$ cat src/rtl/ring_period_detector.sv
module ring_period_detector #(
  parameter int CNT_W       = 8,
  parameter int SYNC_STAGES = 2
) (
  input  logic             clk,
  input  logic             rst_n,
  input  logic             tick_i,
  input  logic             cmp_low_i,
  input  logic             cmp_high_i,
  input  logic [1:0]       clr_i,
  output logic             stat_low_o,
  output logic             stat_high_o,
  output logic             irq_low_o,
  output logic             irq_high_o,
  output logic             flag_low_o,
  output logic             flag_high_o,
  output logic [CNT_W-1:0] period_o
);

  localparam logic [CNT_W-1:0] CNT_MAX = '1;

  typedef enum logic [1:0] {ARM_IDLE, ARM_WAIT_LOW, ARM_SAW_LOW} arm_t;

  logic [SYNC_STAGES-1:0] sync_low, sync_high;
  logic [CNT_W-1:0]       tick_cnt;
  arm_t                   arm;

  wire low_s   = sync_low[SYNC_STAGES-1];
  wire high_s  = sync_high[SYNC_STAGES-1];
  wire ev_low  = tick_i & stat_low_o & ~low_s;
  wire ev_high = tick_i & ~stat_high_o & high_s;
  wire measure = (arm == ARM_SAW_LOW) && (tick_cnt != CNT_MAX);

  always_ff @(posedge clk or negedge rst_n) begin
    if (!rst_n) begin
      sync_low  <= '0;
      sync_high <= '0;
    end else begin
      sync_low  <= {sync_low[SYNC_STAGES-2:0], cmp_low_i};
      sync_high <= {sync_high[SYNC_STAGES-2:0], cmp_high_i};
    end
  end

  always_ff @(posedge clk or negedge rst_n) begin
    if (!rst_n) begin
      stat_low_o  <= 1'b0;
      stat_high_o <= 1'b0;
      irq_low_o   <= 1'b0;
      irq_high_o  <= 1'b0;
      flag_low_o  <= 1'b0;
      flag_high_o <= 1'b0;
    end else begin
      if (tick_i) begin
        stat_low_o  <= low_s;
        stat_high_o <= high_s;
      end
      irq_low_o   <= ev_low;
      irq_high_o  <= ev_high;
      flag_low_o  <= (flag_low_o & ~clr_i[0]) | ev_low;
      flag_high_o <= (flag_high_o & ~clr_i[1]) | ev_high;
    end
  end

  always_ff @(posedge clk or negedge rst_n) begin
    if (!rst_n) begin
      tick_cnt <= '0;
      period_o <= CNT_MAX;
      arm      <= ARM_IDLE;
    end else if (tick_i) begin
      if (ev_high) begin
        period_o <= measure ? tick_cnt + 1'b1 : CNT_MAX;
        tick_cnt <= '0;
        arm      <= ev_low ? ARM_SAW_LOW : ARM_WAIT_LOW;
      end else begin
        if (tick_cnt != CNT_MAX) tick_cnt <= tick_cnt + 1'b1;
        if (ev_low && arm == ARM_WAIT_LOW) arm <= ARM_SAW_LOW;
      end
    end
  end

  AST_STATUS_HOLD: assert property (@(posedge clk) disable iff (!rst_n)
    !$past(tick_i) |-> ($stable(stat_low_o) && $stable(stat_high_o)));
  AST_LOW_FALL: assert property (@(posedge clk) disable iff (!rst_n)
    irq_low_o |-> (!stat_low_o && $past(stat_low_o) && $past(tick_i)));
  AST_HIGH_RISE: assert property (@(posedge clk) disable iff (!rst_n)
    irq_high_o |-> (stat_high_o && !$past(stat_high_o) && $past(tick_i)));
  AST_FLAG_FOLLOWS: assert property (@(posedge clk) disable iff (!rst_n)
    (irq_low_o |-> flag_low_o) and (irq_high_o |-> flag_high_o));
  AST_PERIOD_ONLY_ON_IRQ: assert property (@(posedge clk) disable iff (!rst_n)
    !irq_high_o |-> $stable(period_o));
  AST_ARM_LEGAL: assert property (@(posedge clk) disable iff (!rst_n)
    arm != 2'd3);

endmodule

$ cat config.mk
export PLATFORM = sky130hd
export DESIGN_NAME = ring_period_detector
export DESIGN_NICKNAME = d
export VERILOG_FILES = /design/src/rtl/ring_period_detector.sv
export SDC_FILE = /design/constraint.sdc
export NUM_CORES = 1
export LEC_CHECK = 0
export BUFFER_PORTS_ARGS = -buffer_cell sky130_fd_sc_hd__clkbuf_2
export CAP_MARGIN = 20
export CORE_MARGIN = 2
export CORE_UTILIZATION = 40
export CTS_CLUSTER_DIAMETER = 80
export DETAILED_ROUTE_END_ITERATION = 12
export PLACE_DENSITY = 0.73
export REMOVE_ABC_BUFFERS = 1
export SLEW_MARGIN = 10
export SYNTH_ARGS = -nofsm -noshare
export SYNTH_HDL_FRONTEND = slang
export SYNTH_SLANG_ARGS = --single-unit
$ cat constraint.sdc
create_clock -name clk -period 1.6 [get_ports clk]
set_clock_uncertainty 0.05 [all_clocks]
set_input_delay 0.08 -clock clk [delete_from_list [all_inputs] [get_ports clk]]
set_output_delay 0.08 -clock clk [all_outputs]
set_load 0.02 [all_outputs]
# Yosys cells after proc, flatten, opt, wreduce, memory -nomap -nowiden

Index checks and enable logic that the tools add are counted.

Equality and inequality tests: 3
Reduce and logical (&&, ||, !) cells: 7
Bitwise gates (word level): 12
$add $sub $neg: 1
Multiplexer cells: 6

Operator list:

| cell                                          | number |
|---|---|
| 2-to-1 mux 8 bit                              | 3 |
| adder 8 x 1 -> 8 bit, second input constant   | 1 |
| != test 8 bit, second input constant          | 1 |
| bitwise AND 1 bit                             | 6 |
| 2-to-1 mux 2 bit                              | 3 |
| AND reduction 2 bit                           | 3 |
| inverter 1 bit                                | 4 |
| nonzero test 2 bit                            | 2 |
| == test 2 x 1 -> 1 bit, second input constant | 1 |
| == test 2 bit, second input constant          | 1 |
| logical AND 1 bit                             | 2 |
| bitwise OR 1 bit                              | 2 |

Word-level logic and storage cells: 40
Register bits: 28
Output and inout port bits: 14

# Depth between registers and ports, before layout

Depth after elaboration: 5
Mapped depth: 6

# Worst setup path after synthesis

OpenSTA, ideal clock, no wires.

Path kind: register to register
Start point: register tick_cnt[0]
End point: register tick_cnt[0]
Cell stages (with the launch flop): 7
Path buffers: 1
Clock period less this slack: 1.487 ns
Arrival: 1.318 ns
Setup slack: 0.113 ns
Setup time: 0.119 ns
Cell sequence: dfrtp_1 ha_1 and3_1 buf_4 a21oi_2 xnor2_1 nor2_1

Cells in the longest elaborated chain, start to end: 3
Elaborated cells between the ends (all ways): 6
Those cells by class: add/sub (1); eq/ne (1); mux (2); reduce/logical (2)

RTL lines:

| what                                                           | RTL line | text |
|---|---|---|
| start, declared                                                | 25       | `logic [CNT_W-1:0] tick_cnt;` |
| start signal, assigned                                         | 75       | `if (tick_cnt != CNT_MAX) tick_cnt <= tick_cnt + 1'b1;` |
| adder 8 x 1 -> 8 bit / != test 8 bit (equally long branches)   | 75       |  |
| 2-to-1 mux 8 bit / nonzero test 2 bit (equally long branches)  | --       |  |
| 2-to-1 mux 8 bit / AND reduction 2 bit (equally long branches) | --       |  |

Several ways; a longest one is shown, not always the timed one. The select of a mux whose other input is x is not followed.
A chain may end at the register's enable or synchronous reset.

# Worst setup path in the final report

Start point: register tick_cnt[1]
End point: register period_o[4]

Cells in the longest elaborated chain, start to end: 3
Elaborated cells between the ends (all ways): 4
Those cells by class: add/sub (1); eq/ne (1); mux (1); reduce/logical (1)

RTL lines:

| what                                                                         | RTL line | text |
|---|---|---|
| parallel branches: the longest is 2 deep, another holds adder 8 x 1 -> 8 bit | --       |  |
| 2-to-1 mux 8 bit *                                                           | 71       | `period_o <= measure ? tick_cnt + 1'b1 : CNT_MAX;` |
| end signal, assigned                                                         | 71       |  |
| end, declared                                                                | 17       | `output logic [CNT_W-1:0] period_o` |

Mark *: on every way between the ends.

==> flow_summary.toml <==
[status]
outcome = "finished, final reports clean"

[timing]
setup_tns_ns = 0
max_slew_margin_pct = 55.1
drv_slew = 0
fin_crit_ns = 1.52
worst_pin_slew_ns = 0.674
post-route-period-util_pct = 94.8
setup_viol = 0
finalHoldViolCount = 0
fmax_ghz = 0.660

[synth]
ys_ff_latch = 28
synth_top_area_share_pct = 41.1
yosys_most_used_dff = "dfrtp_1"
yosysTopAreaCell = "dfrtp_1"
netlist_instances = 109
synth-edff-count = 0
ys_types = 31
netlist_area_sq_um = 1220
muxShareOfSynthArea_pct = 1.85
synth-simple-area-share_pct = 17.1
synth.area.top_cells = "dfrtp_1 41%, dfstp_2 17%, a21oi_1 4.9%"
async_flop_share_pct = 100
postSynthAreaPerCell_sq_um = 11.2
ys_seq_area_share_pct = 58.4
synth_compound_area_share_pct = 12.2
synth_warnings = 0
synthXorXnorAreaFrac_pct = 5.04
synth_top_family_by_area = "simple AND/OR/NAND/NOR gates"
synth-adder-area-share_pct = 1.03

[global_route]
antenna_found_initial = 0
first_global_vias = 919
use_met2_pct = 26.8
met1_usage_pct = 17.7
grt_overflow = 0
met3_usage_pct = 4.59
grt_pass1_wl_um = 3940
busiest_layer = "met2"
grt_usage_pct = 15.2
grt_start_max_net_pins = 29

[drt]
ant_nets = 0
avgViaCountPerCell = 5.17
drt_first_pass_iters = 4
drtIter0Drc = 50
post-route-drc-count = 0
drt_wl_total_um = 2240
vias = 884
wl_per_cell_um = 13.1

[placed_design]
placed_area_sq_um = 1360
dp.final_hpwl_um = 1570
gp_congestion = 0.829
portBuffers = 20

[job]
maxCapViolCount = 0

[floorplan]
start_util_pct = 40.9
chipWidth_um = 59.2
rows = 20
io_pins = 21
die_area_sq_um = 3500
core_sq_um = 2980
die_h_um = 59.2

[clock_tree]
cts_made_buffers = 3
clockBufferDepth = 2
root_buffer = "clkbuf_4"
path_clk_slew_ns = 0.14
cts_sinks = 28
htree_levels = 1
clk_latency_ns = 0.33
cts_tree = "done"

[pwr]
comb_power_share_pct = 26.3
p_seq_share_pct = 54.6
p_int_uw = 1220
swShare_pct = 32.5
p_clk_share_pct = 19.1
p_leak_uw = 0.000659
p_sw_uw = 588
power_uw = 1810
power_density_nw_per_um2 = 1250
ir_worst_vdd_mv = 0.583

[cells_and_area]
final_cell_area_sq_um = 1450
drive_above_1_share_pct = 34.1
diodes = 0
fin_nets = 147
areaGrowthSynthToFinish_pct = 19.1
fillers = 275

[worst_setup_path]
critPathLaunchType = "flip-flop"
endpoint_kind = "flip-flop"
crit_fanout = 8
cp.arrival_ns = 1.74
rr_worst_depth = 6
crit_type = "flip-flop to flip-flop"
crit_required_ns = 1.82

[worst_hold_path]
worstHoldPathCells = 3
holdCritPathClass = "input pin to flip-flop"
[Yosys cell counts, types with 2 or more instances]
master,number
and3_1,3
nor3_1,2
a21oi_1,12
buf_4,2
nand3_1,4
nand4_1,2
xor2_1,3
inv_1,6
a311oi_1,2
nor2_1,13
nand2_1,4
a21oi_2,2
a31oi_1,2
dfstp_2,8
xnor2_1,4
mux2_2,2
o21ai_0,5
dfrtp_1,20
[through the flow]
| stage | std cells | utilization [%] | setup WS (ns) | hold slack (ns) |
|---|---|---|---|---|
| 3_3_place_gp | 162 | 45.6 | 0.157 | 0.0790 |
| 3_5_place_dp | 162 | 45.6 | 0.0934 | 0.0972 |
| 4_1_cts | 171 | 48.5 | 0.0440 | 0.149 |
| 6_report | 171 | 48.7 | 0.0838 | 0.147 |
| 5_1_grt | 171 | 48.7 | -0.00758 | 0.165 |
| 2_1_floorplan | 105 | - | 0.134 | -0.266 |
[cells by family (layout without fill, tap and decap cells)]
| group | count (synthesis) | count (layout) |
|---|---|---|
| AND/OR/NAND/NOR | 36 | 36 |
| flip-flops | 28 | 28 |
| AO/OA/AOI/OAI | 25 | 25 |
| buffers and inverters | 10 | 39 |
| XOR/XNOR | 7 | 7 |
| multiplexers | 2 | 2 |
| adder cells (fa/ha/maj) | 1 | 1 |
[metal layers]
layer	share of wire [%]	wire, um	vias up
met2	51	1150	24
li1	-	-	435
met5	0	0	-
met3	3.8	84	5
met1	44	979	420
met4	1.3	29	0
[worst max-delay path, cell delays in order (launching register included)]
cell and delay (ns):
dfrtp_1 0.45, ha_1 0.22, nand3_1 0.16, nor2_4 0.21, nor4b_4 0.06, buf_4 0.16, a21oi_1 0.15
[area by class of cell]
type	instances	area (sq um)	area share (%)
Clock buffer	4	36.3	2.50
Inverter	6	22.5	1.55
Sequential cell	28	711	49.0
Timing Repair Buffer	29	180	12.4
Tap cell	33	41.3	2.85
Multi-Input combinational cell	71	459	31.7
[path summary, 6_finish.rpt]
path	start	slack [ns]	to
setup / recovery	tick_cnt[1]	0.08	period_o[4]
hold / removal	tick_i	0.15	tick_cnt[2]
setup reg to reg	tick_cnt[1]	0.08	period_o[4]
hold reg to reg	sync_high[0]	0.32	sync_high[1]
max in group asynchronous	rst_n	0.80	stat_high_o
min in group asynchronous	rst_n	0.28	tick_cnt[2]
[flip-flops by register name (all words and copies together) (netlist names)]
register,flops
arm,2
flag_high_o,1
flag_low_o,1
irq_high_o,1
irq_low_o,1
period_o,8
stat_high_o,1
stat_low_o,1
sync_high,2
sync_low,2
tick_cnt,8
[cell usage in the layout (no fill, tap or decap), types with 4 or more instances in the layout]
cell and instances:
inv_1 6, clkbuf_2 20, xnor2_1 4, a21oi_1 12, nor2_1 13, buf_4 4, nand3_1 4, o21ai_0 5
dlygate4sd3_1 5, nand2_1 4, dfrtp_1 20, dfstp_2 8
[power by group through the flow]
stage	sequential (uW)	clock, uW	combinational (uW)
final	987	345	475
after global routing	1010	381	534
after CTS	988	356	481
after detailed placement	1000	0	467
after global placement	989	0	455
after floorplan	1070	0	222
[what timing repair did]
| action | CTS | global route |
|---|---|---|
| gates resized for setup | 0 | 2 |
| hold buffers | 5 | 0 |
| hold endpoints to repair | 24 | 0 |
| buffers inserted | 0 | 0 |
| setup endpoints to repair | 0 | 6 |
Power figures use the tool's default switching activity.
